## src/rtl/mbox_pkg.sv

```systemverilog
package mbox_pkg;
    localparam int unsigned NUM_SIDES = 2;
    localparam int unsigned SIDE_LEFT = 0;
    localparam int unsigned SIDE_RIGHT = 1;

    typedef struct packed {
        logic pending;
    } irq_state_t;
endpackage

```

## src/rtl/mbox_port_decode.sv

```systemverilog
module mbox_port_decode #(
    parameter int unsigned ADDR_W = 13,
    parameter logic [ADDR_W-1:0] OWN_WORD = '0,
    parameter logic [ADDR_W-1:0] PEER_WORD = '1
) (
    input  logic [ADDR_W-1:0] addr,
    input  logic              wr,
    input  logic              rd,
    input  logic              busy,
    output logic              raise_peer,
    output logic              ack_own
);
    logic hit_own;
    logic hit_peer;

    always_comb begin
        hit_own    = (addr == OWN_WORD);
        hit_peer   = (addr == PEER_WORD);
        raise_peer = wr && hit_peer && !busy;
        ack_own    = rd && hit_own && !busy;
    end
endmodule

```

## src/rtl/mbox_irq_flag.sv

```systemverilog
module mbox_irq_flag
    import mbox_pkg::*;
(
    input  logic clk,
    input  logic rst_n,
    input  logic raise,
    input  logic ack,
    output logic irq_n
);
    irq_state_t state_d;
    irq_state_t state_q;

    always_comb begin
        state_d = state_q;
        if (ack) begin
            state_d.pending = 1'b0;
        end
        // raise is applied last so a posted message is never dropped
        if (raise) begin
            state_d.pending = 1'b1;
        end
    end

    always_ff @(posedge clk or negedge rst_n) begin
        if (!rst_n) begin
            state_q <= '0;
        end else begin
            state_q <= state_d;
        end
    end

    assign irq_n = ~state_q.pending;
endmodule

```

## src/rtl/dp_mailbox_irq.sv

```systemverilog
module dp_mailbox_irq
    import mbox_pkg::*;
#(
    parameter int unsigned ADDR_W = 13
) (
    input  logic              clk,
    input  logic              rst_n,
    input  logic [ADDR_W-1:0] l_addr,
    input  logic              l_wr,
    input  logic              l_rd,
    input  logic              l_busy,
    input  logic [ADDR_W-1:0] r_addr,
    input  logic              r_wr,
    input  logic              r_rd,
    input  logic              r_busy,
    output logic              l_irq_n,
    output logic              r_irq_n
);
    localparam logic [ADDR_W-1:0] RIGHT_WORD = {ADDR_W{1'b1}};
    localparam logic [ADDR_W-1:0] LEFT_WORD  = {{(ADDR_W-1){1'b1}}, 1'b0};

    logic [ADDR_W-1:0]    side_addr [NUM_SIDES];
    logic [NUM_SIDES-1:0] side_wr;
    logic [NUM_SIDES-1:0] side_rd;
    logic [NUM_SIDES-1:0] side_busy;
    logic [NUM_SIDES-1:0] raise_peer;
    logic [NUM_SIDES-1:0] ack_own;
    logic [NUM_SIDES-1:0] irq_n_vec;

    always_comb begin
        side_addr[SIDE_LEFT]  = l_addr;
        side_addr[SIDE_RIGHT] = r_addr;
        side_wr   = {r_wr, l_wr};
        side_rd   = {r_rd, l_rd};
        side_busy = {r_busy, l_busy};
    end

    for (genvar g = 0; g < NUM_SIDES; g++) begin : g_side
        localparam logic [ADDR_W-1:0] OWN  = (g == SIDE_LEFT) ? LEFT_WORD : RIGHT_WORD;
        localparam logic [ADDR_W-1:0] PEER = (g == SIDE_LEFT) ? RIGHT_WORD : LEFT_WORD;

        mbox_port_decode #(
            .ADDR_W   (ADDR_W),
            .OWN_WORD (OWN),
            .PEER_WORD(PEER)
        ) u_dec (
            .addr      (side_addr[g]),
            .wr        (side_wr[g]),
            .rd        (side_rd[g]),
            .busy      (side_busy[g]),
            .raise_peer(raise_peer[g]),
            .ack_own   (ack_own[g])
        );

        mbox_irq_flag u_flag (
            .clk  (clk),
            .rst_n(rst_n),
            .raise(raise_peer[NUM_SIDES-1-g]),
            .ack  (ack_own[g]),
            .irq_n(irq_n_vec[g])
        );
    end

    assign l_irq_n = irq_n_vec[SIDE_LEFT];
    assign r_irq_n = irq_n_vec[SIDE_RIGHT];
endmodule

```

## config.mk

```make
export PLATFORM = sky130hd
export DESIGN_NAME = dp_mailbox_irq
export DESIGN_NICKNAME = d
export VERILOG_FILES = /design/src/rtl/mbox_pkg.sv /design/src/rtl/mbox_port_decode.sv /design/src/rtl/mbox_irq_flag.sv /design/src/rtl/dp_mailbox_irq.sv
export SDC_FILE = /design/constraint.sdc
export NUM_CORES = 1
export LEC_CHECK = 0
export ABC_AREA = 1
export BUFFER_PORTS_ARGS = -buffer_cell sky130_fd_sc_hd__clkbuf_2
export CAP_MARGIN = 20
export CORE_AREA = 2 2 39 41
export CTS_CLUSTER_SIZE = 28
export DETAILED_ROUTE_END_ITERATION = 10
export DIE_AREA = 0 0 41 43
export GPL_TIMING_DRIVEN = 0
export PLACE_DENSITY = 0.66
export SLEW_MARGIN = 20
export SYNTH_ARGS = -nofsm -noshare
export SYNTH_HDL_FRONTEND = slang
export SYNTH_SLANG_ARGS = --single-unit
```

## constraint.sdc

```tcl
create_clock -name clk -period 0.9 [get_ports clk]
set_clock_uncertainty 0.1 [all_clocks]
set_input_delay 0.135 -clock clk [delete_from_list [all_inputs] [get_ports clk]]
set_output_delay 0.135 -clock clk [all_outputs]
set_load 0.005 [all_outputs]
```

==> results of run 1 <==
cell families after synthesis:
logic type / count (synthesis) / share of synthesized area
buffers and inverters: 8 / 0.1194
and+or+nand+nor: 37 / 0.6319
DFF: 2 / 0.1990
AOI/OAI and AO/OA: 2 / 0.04974
cell type report:
type                    instances  share of cell area
clock buffers                   3             0.04557
well taps                      16             0.04051
repair buffers                 38              0.4051
inverters                       8             0.06076
flip-flops and latches          2              0.1013
multi-input cells              39              0.3468
critical path, delay by kind of cell, from the launching register on:
family / cells / cell delay, ns
DFF: 1 / 0.36
buffers and inverters: 2 / 0.15
what timing repair did:
action / 4_1_cts / 5_1_grt
hold buffers: 1 / 0
endpoints found under the setup margin: 2 / 3
gates resized for setup: 0 / 2
hold endpoints to repair: 2 / 0
buffers inserted: 2 / 0
stage by stage:
stage	instance area, µm²	TNS [ns]	hold slack, ns
2_1_floorplan	251.5	0	-0.2606
3_3_place_gp	446.7	0	-0.1788
3_5_place_dp	446.7	0	-0.1773
4_1_cts	494.2	-0.1562	0.007042
5_1_grt	494.2	-0.2258	0.03457
6_report	494.2	-0.1333	0.01176
power by group:
part	leakage, nW	internal, W	total, W	switching, W
clock	0.0138	0.000147	0.000201	0.0000536
combinational	0.265	0.0000677	0.000112	0.0000442
sequential	0.0227	0.0000908	0.0000909	0.0000000871
total	0.302	0.000306	0.000404	0.0000979
worst paths after layout:
path | start | to
max reg2reg | g_side[1].u_flag.state_q$_DFFE_PN0P_ | g_side[1].u_flag.state_q$_DFFE_PN0P_
min in group asynchronous | rst_n | g_side[1].u_flag.state_q$_DFFE_PN0P_
max in group asynchronous | rst_n | g_side[0].u_flag.state_q$_DFFE_PN0P_
min reg2reg | g_side[0].u_flag.state_q$_DFFE_PN0P_ | g_side[0].u_flag.state_q$_DFFE_PN0P_
min | l_wr | g_side[1].u_flag.state_q$_DFFE_PN0P_
max | g_side[1].u_flag.state_q$_DFFE_PN0P_ | r_irq_n
routing by layer:
metal,share of wire,vias to the layer above
met3,0.10,2
met1,0.32,159
met5,0,-
met4,0.0068,0
met2,0.56,24
li1,-,227
placed cells by master, fill, tap and decap left out:
cell	instances
buf_2	1
buf_4	2
clkbuf_2	34
clkbuf_4	3
dfrtp_1	2
dlygate4sd3_1	1
inv_1	7
inv_2	1
nand2_1	20
nand2_2	1
nand3_1	2
nand4_1	1
nor2_1	8
nor2_2	5
o21ai_1	1
o21bai_1	1
==> run summary, run 1 <==
The number of routed nets with antenna violations came out at 0. The part of the Yosys area used for sequential elements came out at 0.1990. The number of antenna diodes in the final layout is 0. The total of warnings raised by yosys is 0. The detail-routed via count per cell is 3.887. The number of storage elements in the synthesis netlist came out at 2.

The final count of hold timing violations came to 0. The die covers 1763 µm². For this design, the slowest cell found on the critical path is dfrtp_1. The number of max-capacitance violations reported is 0. The delay of the slowest cell on the worst path is 0.36 ns. The start-to-end type of the worst setup path is reg2out. The area share of the largest cell type after synthesis came out at 0.2985.

The cell sitting at the root of the clock tree is a clkbuf_4. The total number of vias is 412. In this run the register-to-register setup slack is 0.03 ns. In this run the count of I/O pins placed on the die edge is 36.

The DRC violations left came out at 0. The number of buffers on the longest clock path came out at 2. g_side.u_flag.state_q holds more flip-flops than any other register.

The largest registers in the layout are g_side.u_flag.state_q (2). The placer's final routability congestion estimate came out at 0.6394. The number of cell rows is 14. The net count after synthesis is 83.

The count of filler cells inserted in the layout came out at 159. The hold path depth is 3. The most area-hungry cell type in the Yosys netlist is nand2_1. Total power for the finished layout comes to 0.0004037 W. STA classifies the critical path startpoint as a flop. The checks that failed: setup timing. Yosys instantiated no cell more often than nand2_1.

The die boundary width is 41 µm. The clock period minus worst slack is 0.9730 ns. The worst-case IR drop observed on VDD is 0.2043 mV. The final critical-path share of the clock period is 1.081. The headroom to the max-slew limit came out at 0.9273. The number of antenna violations at the first check in global routing was 0. The number of distinct standard cells referenced by the synthesized netlist is 10. The area overhead of the layout relative to synthesis is 96.52%. Once detailed placement completed, the half-perimeter wirelength came to 639.6 µm.

For the worst flop-to-flop path, the logic depth is 4. Synthesis produced 49 cells. For this design, the sink count on the clock tree is 2. The dominant synthesized flop cell is dfrtp_1.

The maximum fanout encountered on the critical timing path is 2. The core box area is 1384 µm². The number of cells after detailed placement is 100. The starting density of the core is 0.1817. After global routing, the most crowded layer is met2. The routed wire length is 740 µm. The met3 layer usage reported by global route came out at 0.005236. Traced cell by cell, the critical path runs through inv_2 > clkbuf_2. The critical path data required time is 0.66 ns. The timing-limited maximum frequency is 1.028 GHz. STA classifies the critical path endpoint as an output port. The maximum number of pins on one net before global-route repair came out at 3. For this design the static power due to leakage is 0.3015 nW. Setup violations remaining at the end of the flow were counted as 2. The fraction of registers with async set/reset is 1.000. The synthesized area is 251.5 µm². In the global route stage, overall resource usage came out at 0.09109. During placement, the flow inserted port buffers numbering 35. For the worst-skew pair, the clock arrives at the later sink with an insertion delay of 0.22 ns. The average wire per standard cell is 6.981 µm. The number of flip-flops in the largest register came out at 2. The post-synthesis average cell area came out at 5.132 µm². The first global-routing pass estimated 1104 µm of wire. The met1 capacity usage during global routing came out at 0.06688. The first routing iteration left 4 violations. The type of the most critical hold path is in2reg.

Setup repair after global routing could not meet its margin everywhere. In this run the power density over the cells is 816.9 nW/µm². The number of buffers created by CTS is 3. STA puts the critical path data arrival time at 0.74 ns. The max-slew violation count came out at 0. The final non-filler cell total came out at 106. At the pin with the least slew margin, the transition time is 0.1084 ns.

In the global route stage, met2 resource usage came out at 0.1781. The flow ran to the end, but the final reports show violations. The via count of the first global-routing pass came out at 381. The final setup slack of the worst path is -0.07296 ns. By area the synthesized netlist is led by nand2_1 (30%), dfrtp_1 (20%), nor2_2 (12%). The layout cell share with drive strength beyond 1 came out at 0.5222. The H-tree depth is 1. The clock transition at the registers of the reported paths is 0.03 ns. The fraction of the core area covered by cells at the end of the flow is 0.3571.

The count of flip-flops with a built-in enable after synthesis is 0. The pre-CTS setup slack came out at 0.02073 ns. Ranked by instance count, the synthesized netlist is headed by nand2_1 (20), inv_1 (8), nor2_1 (8).

The TritonCTS clock tree is done. Summing all multi-input logic gate instances after layout gives 171.4 µm². The detailed-routing iteration count for the pre-antenna-repair pass came out at 4.

Global routing finished with a remaining overflow of 0. The total area of sequential cells is 50.05 µm². The final layout contains 126 nets. The chip height is 43 µm.
(Power assumes the default switching activity.)
==> run 2, diff against run 1 <==
Settings changed: SETUP_SLACK_MARGIN from default to 0.3.
==> run 2 against run 1 <==
Against the previous run:
- the flow still finishes with violations (setup timing)
- sequential share of layout area decreased by 0.49 points
- hold slack better by 0.00094 ns
- worst setup slack better by 0.0015 ns
- via count increased by 1.5%
- total power grew 2.9%
- non-clock buffer count down 1
- wire length down 3.2%
- critical path depth stayed put
- die area did not move
- utilization up 1.8 points
- first-iteration DRC count did not move
==> run summary, run 2 (synthesis results as in run 1) <==
The placer's final routability congestion estimate is 0.5798 (was 0.6394). The most frequent standard cell in the layout excluding fill and tap cells is clkbuf_2 (unchanged). The number of antenna violations at the first check in global routing is 0 (unchanged). The total overflow reported by the global router is 0 (unchanged).

The via count of the first global-routing pass is 344 (was 381). The post-DP HPWL is 633.4 µm (was 639.6 µm). The leakage power came out at 0.3043 nW (was 0.3015 nW). The highest metal layer with signal wires is met4 (unchanged). The power density over the cells came to 799.9 nW/µm² (was 816.9 nW/µm²). The register with the highest flop count is g_side.u_flag.state_q (unchanged). The detail-routed via count per cell came out at 3.981 (was 3.887). The TritonCTS clock tree is done (unchanged). The maximum fanout encountered on the critical timing path came out at 2 (unchanged).

The final non-filler cell total came out at 105 (was 106). The final count of hold timing violations came to 0 (unchanged). The count of endpoints failing setup in the final report came out at 2 (unchanged). The highest ir drop seen on vdd is 0.3493 mV (was 0.2043 mV).

The count of filler cells inserted in the layout came out at 149 (was 159). The final critical-path share of the clock period came out at 1.079 (was 1.081). Status: finished, violations left (unchanged). The average wire per standard cell came out at 6.819 µm (was 6.981 µm). The worst-margin pin slew came to 0.1551 ns (was 0.1084 ns). The clock transition at the registers of the reported paths came to 0.03 ns (about the same).

The start-to-end type of the worst setup path is reg2out (unchanged). The DRC violations left was 0 (unchanged). The clock latency of the later-clocked register in the worst-skew pair is 0.23 ns (was 0.22 ns).

The number of routed nets with antenna violations came out at 0 (unchanged). The layout cell share with drive strength beyond 1 was 0.5730 (was 0.5222). The cell depth of the worst flop-to-flop path came out at 3 (was 4). Violations in the final reports: setup timing (unchanged). The final instance area is 519.2 µm² (was 494.2 µm²). The timing-limited maximum frequency came to 1.029 GHz (was 1.028 GHz). The clock period minus worst slack came out at 0.9714 ns (was 0.9730 ns). The number of nets at the end of the flow is 125 (was 126). The critical path data required time is 0.66 ns (about the same). The number of buffer cells added on primary ports came out at 35 (unchanged). The all-layer global routing usage is 0.09137 (was 0.09109).

The number of cells after detailed placement came out at 100 (unchanged). The number of flip-flops in the largest register is 2 (unchanged). The die boundary width is 41 µm (unchanged). The buffer type at the clock tree root was clkbuf_4 (unchanged).

Most frequent cells in the layout: clkbuf_2 (35), nand2_1 (18), nor2_1 (8) (was clkbuf_2 (34), nand2_1 (20), nor2_1 (8)). The critical path data arrival time came out at 0.74 ns (about the same). Unrepaired setup endpoints after global routing: yes (unchanged). The placed cell area is 464.2 µm² (was 446.7 µm²). The number of DRC markers after the initial detailed-route iteration came out at 4 (unchanged). The H-tree depth is 1 (unchanged). The number of I/O pins is 36 (unchanged). The type of the most critical hold path is in2reg (unchanged). The global-route wire length before repair is 1048 µm (was 1104 µm).

The hold path depth came to 3 (unchanged). The maximum number of pins on one net before global-route repair is 3 (unchanged). The sink count of the clock tree is 2 (unchanged). The number of cell rows is 14 (unchanged). The final setup slack of the worst path is -0.07144 ns (was -0.07296 ns). The headroom to the max-slew limit is 0.8966 (was 0.9273). The category of the worst setup path launch point is a flop (unchanged). The number of buffers created by CTS came out at 3 (unchanged).

The number of antenna diodes came out at 0 (unchanged). The detailed-routing iteration count for the pre-antenna-repair pass came out at 2 (was 4). The starting density of the core came out at 0.1817 (unchanged). The number of max-capacitance violations reported came out at 0 (unchanged). The sum of negative setup slack is -0.1416 ns (was -0.1333 ns). The chip height came out at 43 µm (unchanged). The routed wire length came to 716 µm (was 740 µm).

The endpoint type of the worst setup path is an output port (unchanged). The floorplan die area was 1763 µm² (unchanged). The number of buffers on the longest clock path was 2 (unchanged). Largest registers ranked by flip-flop count: g_side.u_flag.state_q (2) (unchanged). The max-slew violation count is 0 (unchanged). The core box area is 1384 µm² (unchanged).

The pre-CTS setup slack is -0.05579 ns (was 0.02073 ns). The detailed-routed wire length on met3 is 94 µm (was 77 µm). The routed wire length on met2 is 374 µm (was 417 µm). The routed metal-1 wirelength came out at 236 µm (was 239 µm).

The total number of vias was 418 (was 412). The area overhead of the layout relative to synthesis was 106.5% (was 96.52%).
[run 2: cell count changes in the layout (fill, tap and decap cells not counted), sizes merged]
cell,change
buf,-2
clkbuf,+1
[run 2: power by group]
part	switching [W]	total (W)	internal [W]
combinational	0.0000505	0.000122	0.0000711
sequential	0.0000000854	0.0000909	0.0000908
clock	0.0000554	0.000203	0.000147
[run 2: area by class of cell]
type | count | area [µm²] | area share
Tap cell | 16 | 20.02 | 0.03855
Sequential cell | 2 | 50.05 | 0.09639
Multi-Input combinational cell | 39 | 191.4 | 0.3687
Inverter | 8 | 42.54 | 0.08193
Clock buffer | 3 | 22.52 | 0.04337
Timing Repair Buffer | 37 | 192.7 | 0.3711
[run 2: through the flow]
stage	util	power (W)	hold WS [ns]
5_1_grt	0.3752	0.0004358	0.02274
3_3_place_gp	0.3354	0.0002084	-0.1800
4_1_cts	0.3644	0.0004257	0.01390
6_report	0.3752	0.0004153	0.01269
2_1_floorplan	-	0.0001305	-0.2606
3_5_place_dp	0.3354	0.0002107	-0.1790
[run 2: final timing paths]
path | startpoint | slack, ns | endpoint
hold reg to reg | g_side[0].u_flag.state_q$_DFFE_PN0P_ | 0.47 | g_side[0].u_flag.state_q$_DFFE_PN0P_
setup reg to reg | g_side[0].u_flag.state_q$_DFFE_PN0P_ | 0.09 | g_side[0].u_flag.state_q$_DFFE_PN0P_
setup / recovery | g_side[1].u_flag.state_q$_DFFE_PN0P_ | -0.07 | r_irq_n
hold / removal | l_wr | 0.01 | g_side[1].u_flag.state_q$_DFFE_PN0P_
min in group asynchronous | rst_n | 0.13 | g_side[1].u_flag.state_q$_DFFE_PN0P_
max in group asynchronous | rst_n | 0.47 | g_side[0].u_flag.state_q$_DFFE_PN0P_
[run 2: timing repair]
item                       in CTS  in global routing
setup buffers                   1                  0
setup endpoints to repair       4                  4
hold buffers                    1                  0
gates resized for setup         0                  3
pin swaps                       1                  1
hold endpoints to repair        2                  0
[run 2: worst max-delay path, cell delays in order (launching register included)]
cell and delay [ns]:
dfrtp_1 0.36, inv_2 0.05, clkbuf_2 0.10
[run 2: routing by layer]
metal | global-route usage | vias to the layer above
li1 | - | 229
met1 | 0.08039 | 161
met2 | 0.1500 | 26
met3 | 0.03141 | 2
met4 | 0.08000 | 0
met5 | 0 | -
